==> src/rtl/sfx_pkg.sv <==
package sfx_pkg;
  // What the run tracker does with the current edge
  typedef enum logic [2:0] {
    ACT_IDLE,     // nothing accepted, mode unchanged
    ACT_CLEAR,    // drop run (mode change without data, or bypass)
    ACT_RESTART,  // new candidate, run length 1
    ACT_ADVANCE,  // same candidate, run length + 1
    ACT_HOLD      // saturated, no further load
  } run_act_e;
endpackage

==> src/rtl/sfx_mode_watch.sv <==
module sfx_mode_watch (
  input  logic clk,
  input  logic rst_n,
  input  logic filter_off,
  output logic mode_change
);
  logic mode_q;

  always_ff @(posedge clk or negedge rst_n) begin
    if (!rst_n) mode_q <= 1'b0;
    else        mode_q <= filter_off;
  end

  assign mode_change = filter_off ^ mode_q;
endmodule

==> src/rtl/sfx_run_tracker.sv <==
module sfx_run_tracker
  import sfx_pkg::*;
#(
  parameter int KEEP_W    = 6,
  parameter int MATCH_RUN = 4
) (
  input  logic              clk,
  input  logic              rst_n,
  input  logic              accept,
  input  logic              bypass,
  input  logic              restart_req,
  input  logic [KEEP_W-1:0] key,
  output logic              commit
);
  localparam int CNT_W = $clog2(MATCH_RUN + 1);
  localparam logic [CNT_W-1:0] RUN_MAX  = CNT_W'(MATCH_RUN);
  localparam logic [CNT_W-1:0] RUN_LAST = CNT_W'(MATCH_RUN - 1);

  logic [KEEP_W-1:0] cand_q;
  logic [CNT_W-1:0]  cnt_q;
  run_act_e          act;
  logic              restart_commits;

  generate
    if (MATCH_RUN == 1) begin : g_single
      assign restart_commits = 1'b1;
    end else begin : g_multi
      assign restart_commits = 1'b0;
    end
  endgenerate

  always_comb begin
    if (!accept)
      act = restart_req ? ACT_CLEAR : ACT_IDLE;
    else if (bypass)
      act = ACT_CLEAR;
    else if (restart_req || cnt_q == '0 || key != cand_q)
      act = ACT_RESTART;
    else if (cnt_q == RUN_MAX)
      act = ACT_HOLD;
    else
      act = ACT_ADVANCE;
  end

  always_comb begin
    commit = 1'b0;
    if (accept) begin
      if (bypass)                                       commit = 1'b1;
      else if (act == ACT_RESTART)                      commit = restart_commits;
      else if (act == ACT_ADVANCE && cnt_q == RUN_LAST) commit = 1'b1;
    end
  end

  always_ff @(posedge clk or negedge rst_n) begin
    if (!rst_n) begin
      cand_q <= '0;
      cnt_q  <= '0;
    end else begin
      case (act)
        ACT_CLEAR:   cnt_q <= '0;
        ACT_RESTART: begin
          cand_q <= key;
          cnt_q  <= CNT_W'(1);
        end
        ACT_ADVANCE: cnt_q <= cnt_q + CNT_W'(1);
        default:     ;
      endcase
    end
  end
endmodule

==> src/rtl/sfx_status_hold.sv <==
module sfx_status_hold #(
  parameter int KEEP_W = 6
) (
  input  logic              clk,
  input  logic              rst_n,
  input  logic              commit,
  input  logic [KEEP_W-1:0] key,
  output logic [KEEP_W-1:0] status,
  output logic              status_load
);
  always_ff @(posedge clk or negedge rst_n) begin
    if (!rst_n) begin
      status      <= '0;
      status_load <= 1'b0;
    end else begin
      status_load <= commit;
      if (commit) status <= key;
    end
  end
endmodule

==> src/rtl/adc_stability_filter.sv <==
module adc_stability_filter #(
  parameter int DATA_W    = 8,
  parameter int KEEP_W    = 6,
  parameter int MATCH_RUN = 4
) (
  input  logic              clk,
  input  logic              rst_n,
  input  logic              in_valid,
  output logic              in_ready,
  input  logic [DATA_W-1:0] in_data,
  input  logic              filter_off,
  output logic [KEEP_W-1:0] status,
  output logic              status_load
);
  logic              accept;
  logic              mode_change;
  logic              commit;
  logic [KEEP_W-1:0] key;

  assign in_ready = 1'b1;
  assign accept   = in_valid;
  assign key      = in_data[DATA_W-1 -: KEEP_W];

  sfx_mode_watch u_mode (
    .clk         (clk),
    .rst_n       (rst_n),
    .filter_off  (filter_off),
    .mode_change (mode_change)
  );

  sfx_run_tracker #(.KEEP_W(KEEP_W), .MATCH_RUN(MATCH_RUN)) u_run (
    .clk         (clk),
    .rst_n       (rst_n),
    .accept      (accept),
    .bypass      (filter_off),
    .restart_req (mode_change),
    .key         (key),
    .commit      (commit)
  );

  sfx_status_hold #(.KEEP_W(KEEP_W)) u_hold (
    .clk         (clk),
    .rst_n       (rst_n),
    .commit      (commit),
    .key         (key),
    .status      (status),
    .status_load (status_load)
  );
endmodule

==> config.mk <==
export PLATFORM = sky130hd
export DESIGN_NAME = adc_stability_filter
export DESIGN_NICKNAME = d
export VERILOG_FILES = /design/src/rtl/sfx_pkg.sv /design/src/rtl/sfx_mode_watch.sv /design/src/rtl/sfx_run_tracker.sv /design/src/rtl/sfx_status_hold.sv /design/src/rtl/adc_stability_filter.sv
export SDC_FILE = /design/constraint.sdc
export NUM_CORES = 1
export LEC_CHECK = 0
export BUFFER_PORTS_ARGS = -buffer_cell sky130_fd_sc_hd__buf_2
export CORE_ASPECT_RATIO = 0.7
export CORE_UTILIZATION = 40
export CTS_CLUSTER_DIAMETER = 200
export CTS_CLUSTER_SIZE = 12
export DETAILED_ROUTE_END_ITERATION = 8
export PLACE_DENSITY = 0.64
export SYNTH_ARGS = -nofsm -noshare
export SYNTH_HDL_FRONTEND = slang
export SYNTH_HIERARCHICAL = 1
export SYNTH_SLANG_ARGS = --single-unit
==> constraint.sdc <==
create_clock -name clk -period 5.7 [get_ports clk]
set_input_delay 0.855 -clock clk [delete_from_list [all_inputs] [get_ports clk]]
set_output_delay 0.855 -clock clk [all_outputs]
set_load 0.1 [all_outputs]
Word-level counts from Yosys, hierarchy flattened
Index checks and enable logic that the tools add are counted.

word-level totals
  register bits after elaboration = 17
  input port bits = 12
  output and inout port bits = 8

cells by class
  add/subtract/negate cells = 1
  eq/ne operators = 6
  mux-type cells = 10
  bitwise gates (word level) = 1
  reductions and logical operators = 5

operator list
  kind                                                                   number
  3-bit 2-to-1 mux                                                       4
  3-bit by 2-bit equality test with 1-bit output, second input constant  3
  3-bit one-hot mux with 3 select lines                                  1
  6-bit inequality test                                                  1
  1-bit 2-to-1 mux                                                       5
  3-bit by 1-bit adder with 3-bit output, second input constant          1
  3-bit by 1-bit equality test with 1-bit output, second input constant  1
  3-bit equality test, second input constant                             1
  3-bit zero test                                                        1
  3-bit nonzero test                                                     1
  1-bit logical OR                                                       2
  1-bit logical AND                                                      1
  1-bit XOR                                                              1

Logic depth before layout (Yosys ltp)
  word-level depth = 12
  gate-level depth with buffers = 7
  gate-level depth less buffers = 6

By module
Netlist, hierarchy kept.

modules (own cells, without submodules)
  module                instances  cells each  area each (µm²)  seq. area each (µm²)
  sfx_run_tracker       1          50          521.8            225.2
  sfx_status_hold       1          14          276.5            175.2
  sfx_mode_watch        1          2           33.8             25.0
  adc_stability_filter  1          2           11.3             0.0

Worst setup path after synthesis
OpenSTA, ideal clock, no wires.

  kind = input to register
  start point = input in_data[2]
  end point = register u_hold.status[0]
  library setup time = 0.126 ns
  arrival = 2.152 ns
  required time = 5.574 ns
  slack = 3.421 ns
  stages = 6
  buffers on the path = 1
  cell sequence = xnor2_1 nand4_1 a2111o_1 o21ai_0 buf_6 mux2_4

between the ends
  longest elaborated chain between the ends = 11

RTL lines
  what                                            RTL line                    RTL
  start: declaration                              adc_stability_filter.sv:10  input logic [DATA_W-1:0] in_data,
  6-bit inequality test *                         sfx_run_tracker.sv:37       else if (restart_req || cnt_q == '0 || key != cand_q)
  1-bit logical OR *                              sfx_run_tracker.sv:37
  3-bit 2-to-1 mux *                              sfx_run_tracker.sv:37
  3-bit 2-to-1 mux *                              sfx_run_tracker.sv:35       else if (bypass)
  3-bit 2-to-1 mux *                              sfx_run_tracker.sv:33       if (!accept)
  3-bit by 2-bit equality test with 1-bit output  sfx_run_tracker.sv:50       else if (act == ACT_ADVANCE && cnt_q == RUN_LAST) commit = 1'b1;
  1-bit logical AND                               sfx_run_tracker.sv:50
  1-bit 2-to-1 mux                                sfx_run_tracker.sv:50
  1-bit 2-to-1 mux *                              sfx_run_tracker.sv:49       else if (act == ACT_RESTART) commit = restart_commits;
  1-bit 2-to-1 mux *                              sfx_run_tracker.sv:48       if (bypass) commit = 1'b1;
  1-bit 2-to-1 mux *                              sfx_run_tracker.sv:47       if (accept) begin
  named net commit                                adc_stability_filter.sv:17  logic commit;
  end signal: assignment                          sfx_status_hold.sv:17       if (commit) status <= key;
  end: declaration                                sfx_status_hold.sv:8        output logic [KEEP_W-1:0] status,

The timed path passes the listed nets; every way through them passes the cells marked *.
A chain may end at the register's enable or synchronous reset.

Final worst setup path
  start point = input in_data[3]
  end point = register u_hold.status[2]

Same word-level chain as after synthesis.

==> results.toml <==
[sta]
hold_ws_ps = 476
setup_viol = 0
rsz0062_at_grt = "false"
period_minus_slack_ps = 2180
fin_tns_setup_ps = 0
period_share_pct = 38.3
maxSlewViolCount = 0
setup_slack_ps = 3520
fmax_mhz = 458
max_slew_margin_pct = 42.8
tightest_slew_ps = 856
fin_skew_ps = 2.33
finalHoldViolations = 0

[worst_setup_path]
reg2reg_slack_ps = 3710
endpoint_kind = "flop"
crit_chain = "buf_2 -> xnor2_1 -> nand2_1 -> a2111o_1 -> o21ai_0 -> buf_4 -> mux2_4"
worstPathArrival_ps = 2360
critPathBufInv = 2
crit_type = "in -> reg"
cp.required_ps = 5870
crit_fanout = 7
critPathMaxStageDelay_ps = 440
critPathTopFamily = "compound AO/OA/AOI/OAI gates"
critical_path.startpoint_type = "input port"
cp_slowest_cell = "a2111o_1"

[drt]
routed_wirelength_um = 1380
final_antenna_net_count = 0
wl_per_cell_um = 12.8
drc_errors = 4
vias = 552
drtPass1Iterations = 6
drt-initial-drc-count = 21
viasPerCell = 5.11

[power_and_ir_drop]
p_leak_nw = 0.450
p_per_area_nw_per_um2 = 321
ir_worst_vdd_v = 0.000128
power_mw = 0.309

[synthesis]
synth_area_leaders = "dfrtp_1 50%, mux2_4 11%, mux2_2 8.0%"
synth_warnings = 6
synth_cells = 68
synth_top_area_cell = "dfrtp_1"
ys_seq_elements = 17
yosysUniqueCellTypes = 24
yosys-top-cells-count = "17 x dfrtp_1, 7 x nand2_1, 6 x mux2_2, 6 x mux2_4, 6 x xnor2_1"
syn_avg_cell_area_um2 = 12.4
synth.yosys.seq_area_share_pct = 50.4
synth_nets = 83
synth_top_area_share_pct = 50.4
synth-edff-count = 0
synth_ff_type = "dfrtp_1"
ys_async_sr_fraction_pct = 100
synth_area_um2 = 843
synth.most_common_cell = "dfrtp_1"

[floorplanning]
die_h_um = 40.4
dieArea_um2 = 2300
rows = 13
ios = 20
core_um2 = 1920
die_w_um = 56.9
start_util_pct = 43.9

[global_routing]
grt_pass1_wl_um = 2300
overflow = 0
grt_pass1_vias = 494
gr-usage-all-layers_pct = 14.2
grt_start_max_net_pins = 18
antenna_found_initial = 0

[placed_design]
dp_slack_ps = 3220
hpwl_um = 1000
gp_congestion = 0.791
io_buffers = 16
placed_cells = 104

[finish]
drive_gt1_share_pct = 38.4
nets = 102
areaGrowthSynthToFinish_pct = 13.9
antenna_cells = 0
layout.cells.non_filler = 108

[clock_tree]
cts_resized = 0
path_clk_slew_ps = 90
clock_tree.htree_level_count = 1
post_cts_buffers = 0
root_buffer = "clkbuf_4"
cts_buffer_depth = 2
clock-sinks = 17
cts_tree = "done"
cts_hold_buffers = 0
clk_latency_ps = 280
cts_made_buffers = 3

[status]
status = "finished, violations left"
violations = "DRC"

[min_path]
hold_class = "in -> async"

[job]
maxCapViolCount = 0
[kinds of logic after synthesis]
logic type | Yosys count | share of synthesized area [%]
and+or+nand+nor | 14 | 7.86
adders and majority gates | 3 | 4.45
AOI/OAI and AO/OA | 8 | 6.68
buffers and inverters | 6 | 4.15
muxes | 12 | 18.7
xor gates and xnor gates | 7 | 7.27
DFF | 17 | 50.4
other | 1 | 0.445
[layer usage]
metal	track usage, %	vias up	part of all wire [%]
met5	0	-	0
met4	1.83	0	0
met3	6.77	0	7.0
met2	22.4	19	44
met1	18.4	266	49
li1	-	267	-
[where the power goes]
| part | leakage [nW] | switching (mW) | internal, mW | total (mW) |
|---|---|---|---|---|
| logic | 0.230 | 0.0732 | 0.0304 | 0.104 |
| clock network | 0.0150 | 0.0346 | 0.0271 | 0.0617 |
| registers | 0.205 | 0.00852 | 0.135 | 0.143 |
| total | 0.450 | 0.116 | 0.192 | 0.309 |
[per-stage QoR]
step | area [µm²] | utilization [%]
floorplan | 843 | -
global placement | 935 | 48.7
detailed placement | 935 | 48.7
CTS | 961 | 50.1
global route | 961 | 50.1
finish | 961 | 50.1
[final cells by class]
| class | count | area [µm²] |
|---|---|---|
| repair buffers | 17 | 87.6 |
| flip-flops and latches | 17 | 425 |
| inverters | 3 | 11.3 |
| well taps | 22 | 27.5 |
| clock buffers | 4 | 26.3 |
| fillers | 183 | 958 |
| multi-input cells | 45 | 383 |
[sequential cells by signal (all words and copies together), names as in the netlist]
register and cells:
u_hold/status 6, u_hold/status_load 1, u_mode/mode_q 1, u_run/cand_q 6, u_run/cnt_q 3
[path summary, 6_finish.rpt]
path	from	cells after the start	endpoint
worst max-delay path	in_data[3]	7	u_hold/status[2]
worst min-delay path	rst_n	1	u_run/cnt_q[2]
worst max register to register	u_run/cnt_q[0]	6	u_hold/status[2]
worst min register to register	u_hold/status[5]	1	u_hold/status[5]
max in group asynchronous	rst_n	1	u_run/cnt_q[1]
min in group clk	u_hold/status[5]	1	u_hold/status[5]
[layout by cell type (no fill, tap or decap)]
master / synthesis / routed
dfrtp_1: 17 / 17
a31o_2: 1 / 1
a31oi_1: 1 / 1
xnor2_1: 6 / 6
mux2_4: 6 / 6
nand3_1: 1 / 1
clkbuf_4: 0 / 3
nor2b_1: 1 / 1
xor2_1: 1 / 1
mux2_2: 6 / 6
a21oi_1: 1 / 1
o21ai_0: 3 / 3
nand4_1: 1 / 1
a221o_1: 1 / 1
a2111o_1: 1 / 1
conb_1: 1 / 1
and3_1: 2 / 2
ha_1: 3 / 3
nand2b_1: 1 / 1
nor2_1: 1 / 1
clkbuf_1: 0 / 1
buf_4: 1 / 1
buf_2: 1 / 16
nand2_1: 7 / 7
inv_1: 3 / 3
No activity file was read; power rests on OpenSTA's default activity.
